===== config.mk =====
export PLATFORM = sky130hd
export DESIGN_NAME = eeprom_cmd_ctrl
export DESIGN_NICKNAME = d
export VERILOG_FILES = /design/src/rtl/eeprom_cmd_pkg.sv /design/src/rtl/eeprom_cmd_tick.sv /design/src/rtl/eeprom_cmd_regs.sv /design/src/rtl/eeprom_cmd_seq.sv /design/src/rtl/eeprom_cmd_ctrl.sv
export SDC_FILE = /design/constraint.sdc
export NUM_CORES = 1
export LEC_CHECK = 0
export ABC_AREA = 1
export BUFFER_PORTS_ARGS = -buffer_cell sky130_fd_sc_hd__buf_2
export CAP_MARGIN = 5
export CORE_UTILIZATION = 57
export DETAILED_ROUTE_END_ITERATION = 6
export PLACE_DENSITY = 0.8
export SLEW_MARGIN = 20
export SYNTH_ARGS = -nofsm -noshare
export SYNTH_HDL_FRONTEND = slang
export SYNTH_SLANG_ARGS = --single-unit

===== constraint.sdc =====
create_clock -name clk -period 2.2 [get_ports clk]
set_clock_uncertainty 0.1 [all_clocks]
set_input_delay 0.22 -clock clk [delete_from_list [all_inputs] [get_ports clk]]
set_output_delay 0.22 -clock clk [all_outputs]
set_load 0.005 [all_outputs]

===== src/rtl/eeprom_cmd_pkg.sv =====
package eeprom_cmd_pkg;

    localparam int ADDR_W    = 9;
    localparam int DATA_W    = 8;
    localparam int HDR_W     = 1 + 2 + ADDR_W;
    localparam int FRAME_W   = HDR_W + DATA_W;
    localparam int BITCNT_W  = $clog2(FRAME_W + 1);

    localparam int BIT_BUSY   = 31;
    localparam int OPC_LSB    = 28;
    localparam int BIT_TOUT   = 10;
    localparam int BIT_LOADED = 9;

    typedef enum logic [2:0] {
        OP_READ   = 3'd0,
        OP_WDIS   = 3'd1,
        OP_WEN    = 3'd2,
        OP_WRITE  = 3'd3,
        OP_WRALL  = 3'd4,
        OP_ERASE  = 3'd5,
        OP_ERALL  = 3'd6,
        OP_RELOAD = 3'd7
    } ee_op_e;

    typedef enum logic [2:0] {
        S_IDLE, S_LEAD, S_SHIFT, S_GAP, S_POLL, S_FIN
    } seq_st_e;

    typedef struct packed {
        ee_op_e              op;
        logic [ADDR_W-1:0]   addr;
        logic [DATA_W-1:0]   data;
        logic                skip;
    } ee_job_t;

    function automatic logic is_program(ee_op_e op);
        return (op == OP_WRITE) || (op == OP_WRALL) ||
               (op == OP_ERASE) || (op == OP_ERALL);
    endfunction

    function automatic logic reads_byte(ee_op_e op);
        return (op == OP_READ) || (op == OP_RELOAD);
    endfunction

    function automatic logic carries_data(ee_op_e op);
        return (op == OP_WRITE) || (op == OP_WRALL);
    endfunction

    function automatic logic [BITCNT_W-1:0] frame_len(ee_op_e op);
        if (reads_byte(op) || carries_data(op))
            return BITCNT_W'(FRAME_W);
        return BITCNT_W'(HDR_W);
    endfunction

    // Left-justified serial frame: start, two-bit code, address, data.
    function automatic logic [FRAME_W-1:0] build_frame(ee_op_e op,
                                                       logic [ADDR_W-1:0] addr,
                                                       logic [DATA_W-1:0] data);
        logic [FRAME_W-1:0] f;
        case (op)
            OP_READ:   f = {1'b1, 2'b10, addr, {DATA_W{1'b0}}};
            OP_RELOAD: f = {1'b1, 2'b10, {ADDR_W{1'b0}}, {DATA_W{1'b0}}};
            OP_WRITE:  f = {1'b1, 2'b01, addr, data};
            OP_ERASE:  f = {1'b1, 2'b11, addr, {DATA_W{1'b0}}};
            OP_WEN:    f = {1'b1, 2'b00, 2'b11, {(ADDR_W-2){1'b0}}, {DATA_W{1'b0}}};
            OP_WDIS:   f = {1'b1, 2'b00, 2'b00, {(ADDR_W-2){1'b0}}, {DATA_W{1'b0}}};
            OP_WRALL:  f = {1'b1, 2'b00, 2'b01, {(ADDR_W-2){1'b0}}, data};
            default:   f = {1'b1, 2'b00, 2'b10, {(ADDR_W-2){1'b0}}, {DATA_W{1'b0}}};
        endcase
        return f;
    endfunction

endpackage


===== src/rtl/eeprom_cmd_tick.sv =====
module eeprom_cmd_tick #(
    parameter int CLK_DIV = 4
) (
    input  logic clk,
    input  logic rst,
    input  logic run,
    output logic tick
);
    localparam int CW = (CLK_DIV > 1) ? $clog2(CLK_DIV) : 1;

    logic [CW-1:0] cnt_q;

    assign tick = run && (cnt_q == CW'(CLK_DIV - 1));

    always_ff @(posedge clk) begin
        if (rst || !run)
            cnt_q <= '0;
        else if (tick)
            cnt_q <= '0;
        else
            cnt_q <= cnt_q + 1'b1;
    end
endmodule


===== src/rtl/eeprom_cmd_regs.sv =====
module eeprom_cmd_regs
    import eeprom_cmd_pkg::*;
#(
    parameter logic [7:0] LOAD_MAGIC = 8'hA5
) (
    input  logic                 clk,
    input  logic                 rst,
    input  logic                 reg_wr,
    input  logic                 reg_sel,
    input  logic [31:0]          reg_wdata,
    output logic [31:0]          reg_rdata,
    output logic                 job_start,
    output ee_job_t              job,
    input  logic                 done,
    input  logic                 done_tout,
    input  logic [DATA_W-1:0]    rx_byte,
    output logic                 busy,
    output logic                 tout,
    output logic [DATA_W-1:0]    data_reg
);
    logic                 busy_q;
    ee_op_e               op_q;
    logic [ADDR_W-1:0]    addr_q;
    logic [DATA_W-1:0]    data_q;
    logic                 tout_q;
    logic                 loaded_q;
    logic                 wen_q;

    ee_op_e new_op;
    logic   accept;
    logic   data_wr;
    logic   unused_wbits;

    assign new_op    = ee_op_e'(reg_wdata[OPC_LSB +: 3]);
    assign accept    = reg_wr && !reg_sel && reg_wdata[BIT_BUSY] && !busy_q;
    assign data_wr   = reg_wr && reg_sel && !busy_q;
    assign unused_wbits = ^reg_wdata[OPC_LSB-1:ADDR_W];

    assign job_start = accept;
    assign job.op    = new_op;
    assign job.addr  = reg_wdata[ADDR_W-1:0];
    assign job.data  = data_q;
    assign job.skip  = is_program(new_op) && !wen_q;

    always_comb begin
        if (reg_sel)
            reg_rdata = {{(32-DATA_W){1'b0}}, data_q};
        else
            reg_rdata = {busy_q, op_q, {(BIT_TOUT-1-ADDR_W-1+1+(OPC_LSB-BIT_TOUT-1)-(BIT_TOUT-1-ADDR_W-1+1)){1'b0}},
                         tout_q, loaded_q, addr_q};
    end

    always_ff @(posedge clk) begin
        if (rst) begin
            busy_q   <= 1'b0;
            op_q     <= OP_READ;
            addr_q   <= '0;
            data_q   <= '0;
            tout_q   <= 1'b0;
            loaded_q <= 1'b0;
            wen_q    <= 1'b0;
        end else if (accept) begin
            busy_q <= 1'b1;
            op_q   <= new_op;
            addr_q <= reg_wdata[ADDR_W-1:0];
            tout_q <= 1'b0;
            if (new_op == OP_WEN)
                wen_q <= 1'b1;
            else if (new_op == OP_WDIS)
                wen_q <= 1'b0;
        end else if (data_wr) begin
            data_q <= reg_wdata[DATA_W-1:0];
        end else if (busy_q && done) begin
            busy_q <= 1'b0;
            tout_q <= done_tout;
            if (op_q == OP_RELOAD)
                loaded_q <= !done_tout && (rx_byte == LOAD_MAGIC);
            else if (op_q == OP_READ && !done_tout)
                data_q <= rx_byte;
        end
    end

    assign busy     = busy_q;
    assign tout     = tout_q;
    assign data_reg = data_q;
endmodule


===== src/rtl/eeprom_cmd_seq.sv =====
module eeprom_cmd_seq
    import eeprom_cmd_pkg::*;
#(
    parameter int TIMEOUT_CYCLES = 20000
) (
    input  logic                 clk,
    input  logic                 rst,
    input  logic                 start,
    input  ee_job_t              job,
    input  logic                 tick,
    output logic                 run,
    input  logic                 ee_do,
    output logic                 ee_cs,
    output logic                 ee_sck,
    output logic                 ee_di,
    output logic                 done,
    output logic                 done_tout,
    output logic [DATA_W-1:0]    rx_byte
);
    localparam int WD_W = $clog2(TIMEOUT_CYCLES + 1);

    seq_st_e               st_q;
    logic [FRAME_W-1:0]    frame_q;
    logic [BITCNT_W-1:0]   idx_q;
    logic [BITCNT_W-1:0]   len_q;
    logic                  rd_q;
    logic                  poll_q;
    logic                  half_q;
    logic                  cs_q;
    logic                  sck_q;
    logic                  di_q;
    logic [DATA_W-1:0]     rx_q;
    logic [WD_W-1:0]       wd_q;
    logic                  tout_q;
    logic                  active;

    assign active = (st_q == S_LEAD) || (st_q == S_SHIFT) ||
                    (st_q == S_GAP)  || (st_q == S_POLL);

    always_ff @(posedge clk) begin
        if (rst) begin
            st_q    <= S_IDLE;
            frame_q <= '0;
            idx_q   <= '0;
            len_q   <= '0;
            rd_q    <= 1'b0;
            poll_q  <= 1'b0;
            half_q  <= 1'b0;
            cs_q    <= 1'b0;
            sck_q   <= 1'b0;
            di_q    <= 1'b0;
            rx_q    <= '0;
            wd_q    <= '0;
            tout_q  <= 1'b0;
        end else begin
            case (st_q)
                S_IDLE: begin
                    if (start) begin
                        tout_q <= 1'b0;
                        wd_q   <= '0;
                        if (job.skip) begin
                            st_q <= S_FIN;
                        end else begin
                            frame_q <= build_frame(job.op, job.addr, job.data);
                            len_q   <= frame_len(job.op);
                            rd_q    <= reads_byte(job.op);
                            poll_q  <= is_program(job.op);
                            idx_q   <= '0;
                            half_q  <= 1'b0;
                            cs_q    <= 1'b1;
                            st_q    <= S_LEAD;
                        end
                    end
                end
                S_LEAD: begin
                    if (tick) begin
                        di_q <= frame_q[FRAME_W-1];
                        st_q <= S_SHIFT;
                    end
                end
                S_SHIFT: begin
                    if (tick) begin
                        if (!half_q) begin
                            sck_q  <= 1'b1;
                            half_q <= 1'b1;
                        end else begin
                            sck_q  <= 1'b0;
                            half_q <= 1'b0;
                            if (rd_q && idx_q >= BITCNT_W'(HDR_W))
                                rx_q <= {rx_q[DATA_W-2:0], ee_do};
                            if (idx_q == len_q - 1'b1) begin
                                di_q <= 1'b0;
                                cs_q <= 1'b0;
                                st_q <= poll_q ? S_GAP : S_FIN;
                            end else begin
                                idx_q   <= idx_q + 1'b1;
                                frame_q <= {frame_q[FRAME_W-2:0], 1'b0};
                                di_q    <= frame_q[FRAME_W-2];
                            end
                        end
                    end
                end
                S_GAP: begin
                    if (tick) begin
                        cs_q <= 1'b1;
                        st_q <= S_POLL;
                    end
                end
                S_POLL: begin
                    if (ee_do) begin
                        cs_q <= 1'b0;
                        st_q <= S_FIN;
                    end
                end
                default: st_q <= S_IDLE;
            endcase

            // Watchdog: overrides whatever the state machine chose this cycle.
            if (active) begin
                if (wd_q == WD_W'(TIMEOUT_CYCLES - 1)) begin
                    st_q   <= S_FIN;
                    cs_q   <= 1'b0;
                    sck_q  <= 1'b0;
                    di_q   <= 1'b0;
                    half_q <= 1'b0;
                    tout_q <= 1'b1;
                end else begin
                    wd_q <= wd_q + 1'b1;
                end
            end
        end
    end

    assign run       = active;
    assign done      = (st_q == S_FIN);
    assign done_tout = tout_q;
    assign rx_byte   = rx_q;
    assign ee_cs     = cs_q;
    assign ee_sck    = sck_q;
    assign ee_di     = di_q;
endmodule


===== src/rtl/eeprom_cmd_ctrl.sv =====
module eeprom_cmd_ctrl
    import eeprom_cmd_pkg::*;
#(
    parameter int         CLK_DIV        = 4,
    parameter int         TIMEOUT_CYCLES = 20000,
    parameter logic [7:0] LOAD_MAGIC     = 8'hA5
) (
    input  logic        clk,
    input  logic        rst,
    input  logic        reg_wr,
    input  logic        reg_sel,
    input  logic [31:0] reg_wdata,
    output logic [31:0] reg_rdata,
    output logic        ee_cs,
    output logic        ee_sck,
    output logic        ee_di,
    input  logic        ee_do
);
    ee_job_t             job_w;
    logic                start_w;
    logic                done_w;
    logic                done_tout_w;
    logic [DATA_W-1:0]   rx_w;
    logic                busy_w;
    logic                tout_w;
    logic [DATA_W-1:0]   data_w;
    logic                tick_w;
    logic                run_w;

    eeprom_cmd_regs #(.LOAD_MAGIC(LOAD_MAGIC)) regs_i (
        .clk       (clk),
        .rst       (rst),
        .reg_wr    (reg_wr),
        .reg_sel   (reg_sel),
        .reg_wdata (reg_wdata),
        .reg_rdata (reg_rdata),
        .job_start (start_w),
        .job       (job_w),
        .done      (done_w),
        .done_tout (done_tout_w),
        .rx_byte   (rx_w),
        .busy      (busy_w),
        .tout      (tout_w),
        .data_reg  (data_w)
    );

    eeprom_cmd_tick #(.CLK_DIV(CLK_DIV)) tick_i (
        .clk  (clk),
        .rst  (rst),
        .run  (run_w),
        .tick (tick_w)
    );

    eeprom_cmd_seq #(.TIMEOUT_CYCLES(TIMEOUT_CYCLES)) seq_i (
        .clk       (clk),
        .rst       (rst),
        .start     (start_w),
        .job       (job_w),
        .tick      (tick_w),
        .run       (run_w),
        .ee_do     (ee_do),
        .ee_cs     (ee_cs),
        .ee_sck    (ee_sck),
        .ee_di     (ee_di),
        .done      (done_w),
        .done_tout (done_tout_w),
        .rx_byte   (rx_w)
    );
endmodule


==> results_dict.tcl <==
set metrics [dict create \
    grt_pass1_vias 4358 \
    outcome "finished clean" \
    synth-edff-count 0 \
    synth_xor_area_share_pct 0.921 \
    synth_mux_area_share_pct 0 \
    setup-tns-final_ps 0 \
    routed_wl_mm 11.4 \
    wl_per_cell_um 13.3 \
    synthAdderAreaFrac_pct 1.58 \
    clk_pin_slew_ps 90 \
    initial_core_util_pct 60.3 \
    fmax_mhz 482 \
    end_kind "flop" \
    report.power.total_mw 3.30 \
    ant_nets 0 \
    arrival_ps 2220 \
    gp_congestion 0.920 \
    hold_violations 0 \
    synth_top_area_cell "dfxtp_1" \
    regArea_um2 1740 \
    instances_no_fill 855 \
    cts_tree "built" \
    yosysTopAreaCellShare_pct 36.6 \
    drv_cap 0 \
    vdd_drop_max_mv 0.364 \
    dr.pass1.iters 5 \
    cp-start-kind "flop" \
    synthArstFlopShare_pct 0 \
    fin_hold_ws_ps 68.8 \
    worstPathRequired_ps 2350 \
    die_y_um 93.3 \
    nNetsFinal 792 \
    synthTopCellsByArea "dfxtp_1 (37%), nand2_1 (13%), nor2_1 (8.2%), o21ai_0 (6.5%), nand3_1 (5.5%)" \
    die_area_um2 8710 \
    grt_max_degree 34 \
    slew_violations 0 \
    worstSkewPairLatency_ps 360 \
    syn_area_per_cell_um2 6.65 \
    viasPerCell 5.43 \
    area_delta_synth_final_pct 9.05 \
    coreArea_um2 7890 \
    crit_start "seq_i.st_q[2]" \
    synth-compound-area-share_pct 13.9 \
    clockBufferDepth 2 \
    cp.buffers_inverters 3 \
    critical_path_class "flop to flop" \
    groute.usage.overall_pct 27.8 \
    crit_family "flip-flops" \
    synth_simple_gate_area_share_pct 35.3 \
    synth_cells 715 \
    largest_register_ffs 20 \
    min-delay-start "reg_wdata[7]" \
    post-route-period-util_pct 94.3 \
    fillers 690 \
    synth-seq-cells 87 \
    power_leakage_nw 2.35 \
    hold_class "primary input to flop" \
    path_cells "inv_2, o21ai_1, nand2_4, nand2_4, inv_1, ha_1, nand4_2, inv_1, o21ai_0, a21oi_1" \
    multi_input_area_um2 2520 \
    synth_common_cells "nand2_1 (169), nor2_1 (104), dfxtp_1 (87)" \
    vias 4639 \
    reg_top3 "seq_i.frame_q x20, seq_i.wd_q x15, regs_i.addr_q x9" \
    regMostFlops "seq_i.frame_q" \
    cts-root-buf "clkbuf_8" \
    antenna_found_initial 0 \
    min_period_ps 2070 \
    finalSetupViolCount 0 \
    rsz0062_at_grt "false" \
    portBuffers 35 \
    clock-sinks 87 \
    synth_warnings 0 \
    drc 0 \
    crit_path_max_fanout 9 \
    yosysMostFrequentCell "nand2_1" \
    grt_pass1_wl_mm 19.3 \
    drive_gt1_share_pct 12.9 \
    place_inst 840 \
    cts_buffers 9 \
    synthDistinctLibCells 42 \
    synthFlopType "dfxtp_1" \
    synth_top_family_by_area "simple AND/OR/NAND/NOR gates" \
    grt.overflow.total 0 \
    critPathSlowestCell "dfxtp_1" \
    n_antenna_cell 0 \
    die_w_um 93.3 \
    row_count 32 \
    r2r_start "seq_i.st_q[2]" \
    synth.yosys.seq_area_share_pct 36.6 \
    max_stage_delay_ps 500 \
    syn_area_um2 4750 \
    io_pins 72 \
    power_density_nw_per_um2 636 \
    drt_iter0_markers 217 \
    h-tree-depth 3 \
    hpwl_mm 8.28 \
]
==> layout by cell type (no fill, tap or decap), types with 12 or more instances in the layout <==
master   Yosys  routed
nor2_2      14      14
dfxtp_1     87      87
nand3_1     52      52
buf_2        6      35
nand2_1    169     168
inv_1       67      67
o21ai_1     12      12
a21oi_1     38      38
nor3_1      12      12
conb_1       1      17
o21ai_0     62      62
nor2_1     104     104
==> report_power, final <==
part           internal [mW]  switching [mW]
logic                  0.112           0.229
clock network          0.748           0.555
registers               1.62          0.0311
total                   2.48           0.816
==> timing repair <==
action,CTS,global route
resized for setup,0,1
setup buffers,0,0
hold buffers,0,0
endpoints found under the setup margin,0,1
==> final cells by class <==
| type | instances | area share (%) |
|---|---|---|
| Timing Repair Buffer | 45 | 5.07 |
| Multi-Input combinational cell | 529 | 48.7 |
| Sequential cell | 87 | 33.6 |
| Inverter | 77 | 5.79 |
| Tap cell | 102 | 2.46 |
| Clock inverter | 4 | 1.83 |
| Clock buffer | 11 | 2.53 |
==> worst min-delay path, delay by kind of cell <==
kind	cells	cell delay, ps
AO/OA/AOI/OAI	1	60
buffers and inverters	2	210
==> metrics by stage <==
step / setup WS (ps) / util [%] / area (um^2)
global placement: 226 / 62.8 / 4950
CTS: 172 / 65.7 / 5180
floorplan: 429 / - / 4810
global route: 3.88 / 65.7 / 5180
detailed placement: 189 / 62.8 / 4950
finish: 126 / 65.7 / 5180
==> worst paths after layout <==
path,end,slack [ps],cells past startpoint
min,regs_i.addr_q[7],70,3
max,seq_i.rx_byte[1],130,10
max reg2reg,seq_i.rx_byte[1],130,10
min reg2reg,tick_i.cnt_q[0],320,1
==> layer usage <==
metal | up-vias | routed length [um] | global-route usage (%)
met2 | 160 | 5680 | 49.3
met5 | - | 0 | 0
met1 | 2126 | 4870 | 34.5
met3 | 16 | 676 | 4.31
met4 | 0 | 162 | 8.72
li1 | 2337 | - | -
==> cells by family (layout without fill, tap and decap cells) <==
family	count (synthesis)	after routing
simple gates	374	374
compound gates	127	127
buf+inv	115	137
flops	87	87
fa+ha+maj	6	6
xor+xnor	5	5
other cells	1	17
No activity file was read; power rests on OpenSTA's default activity.
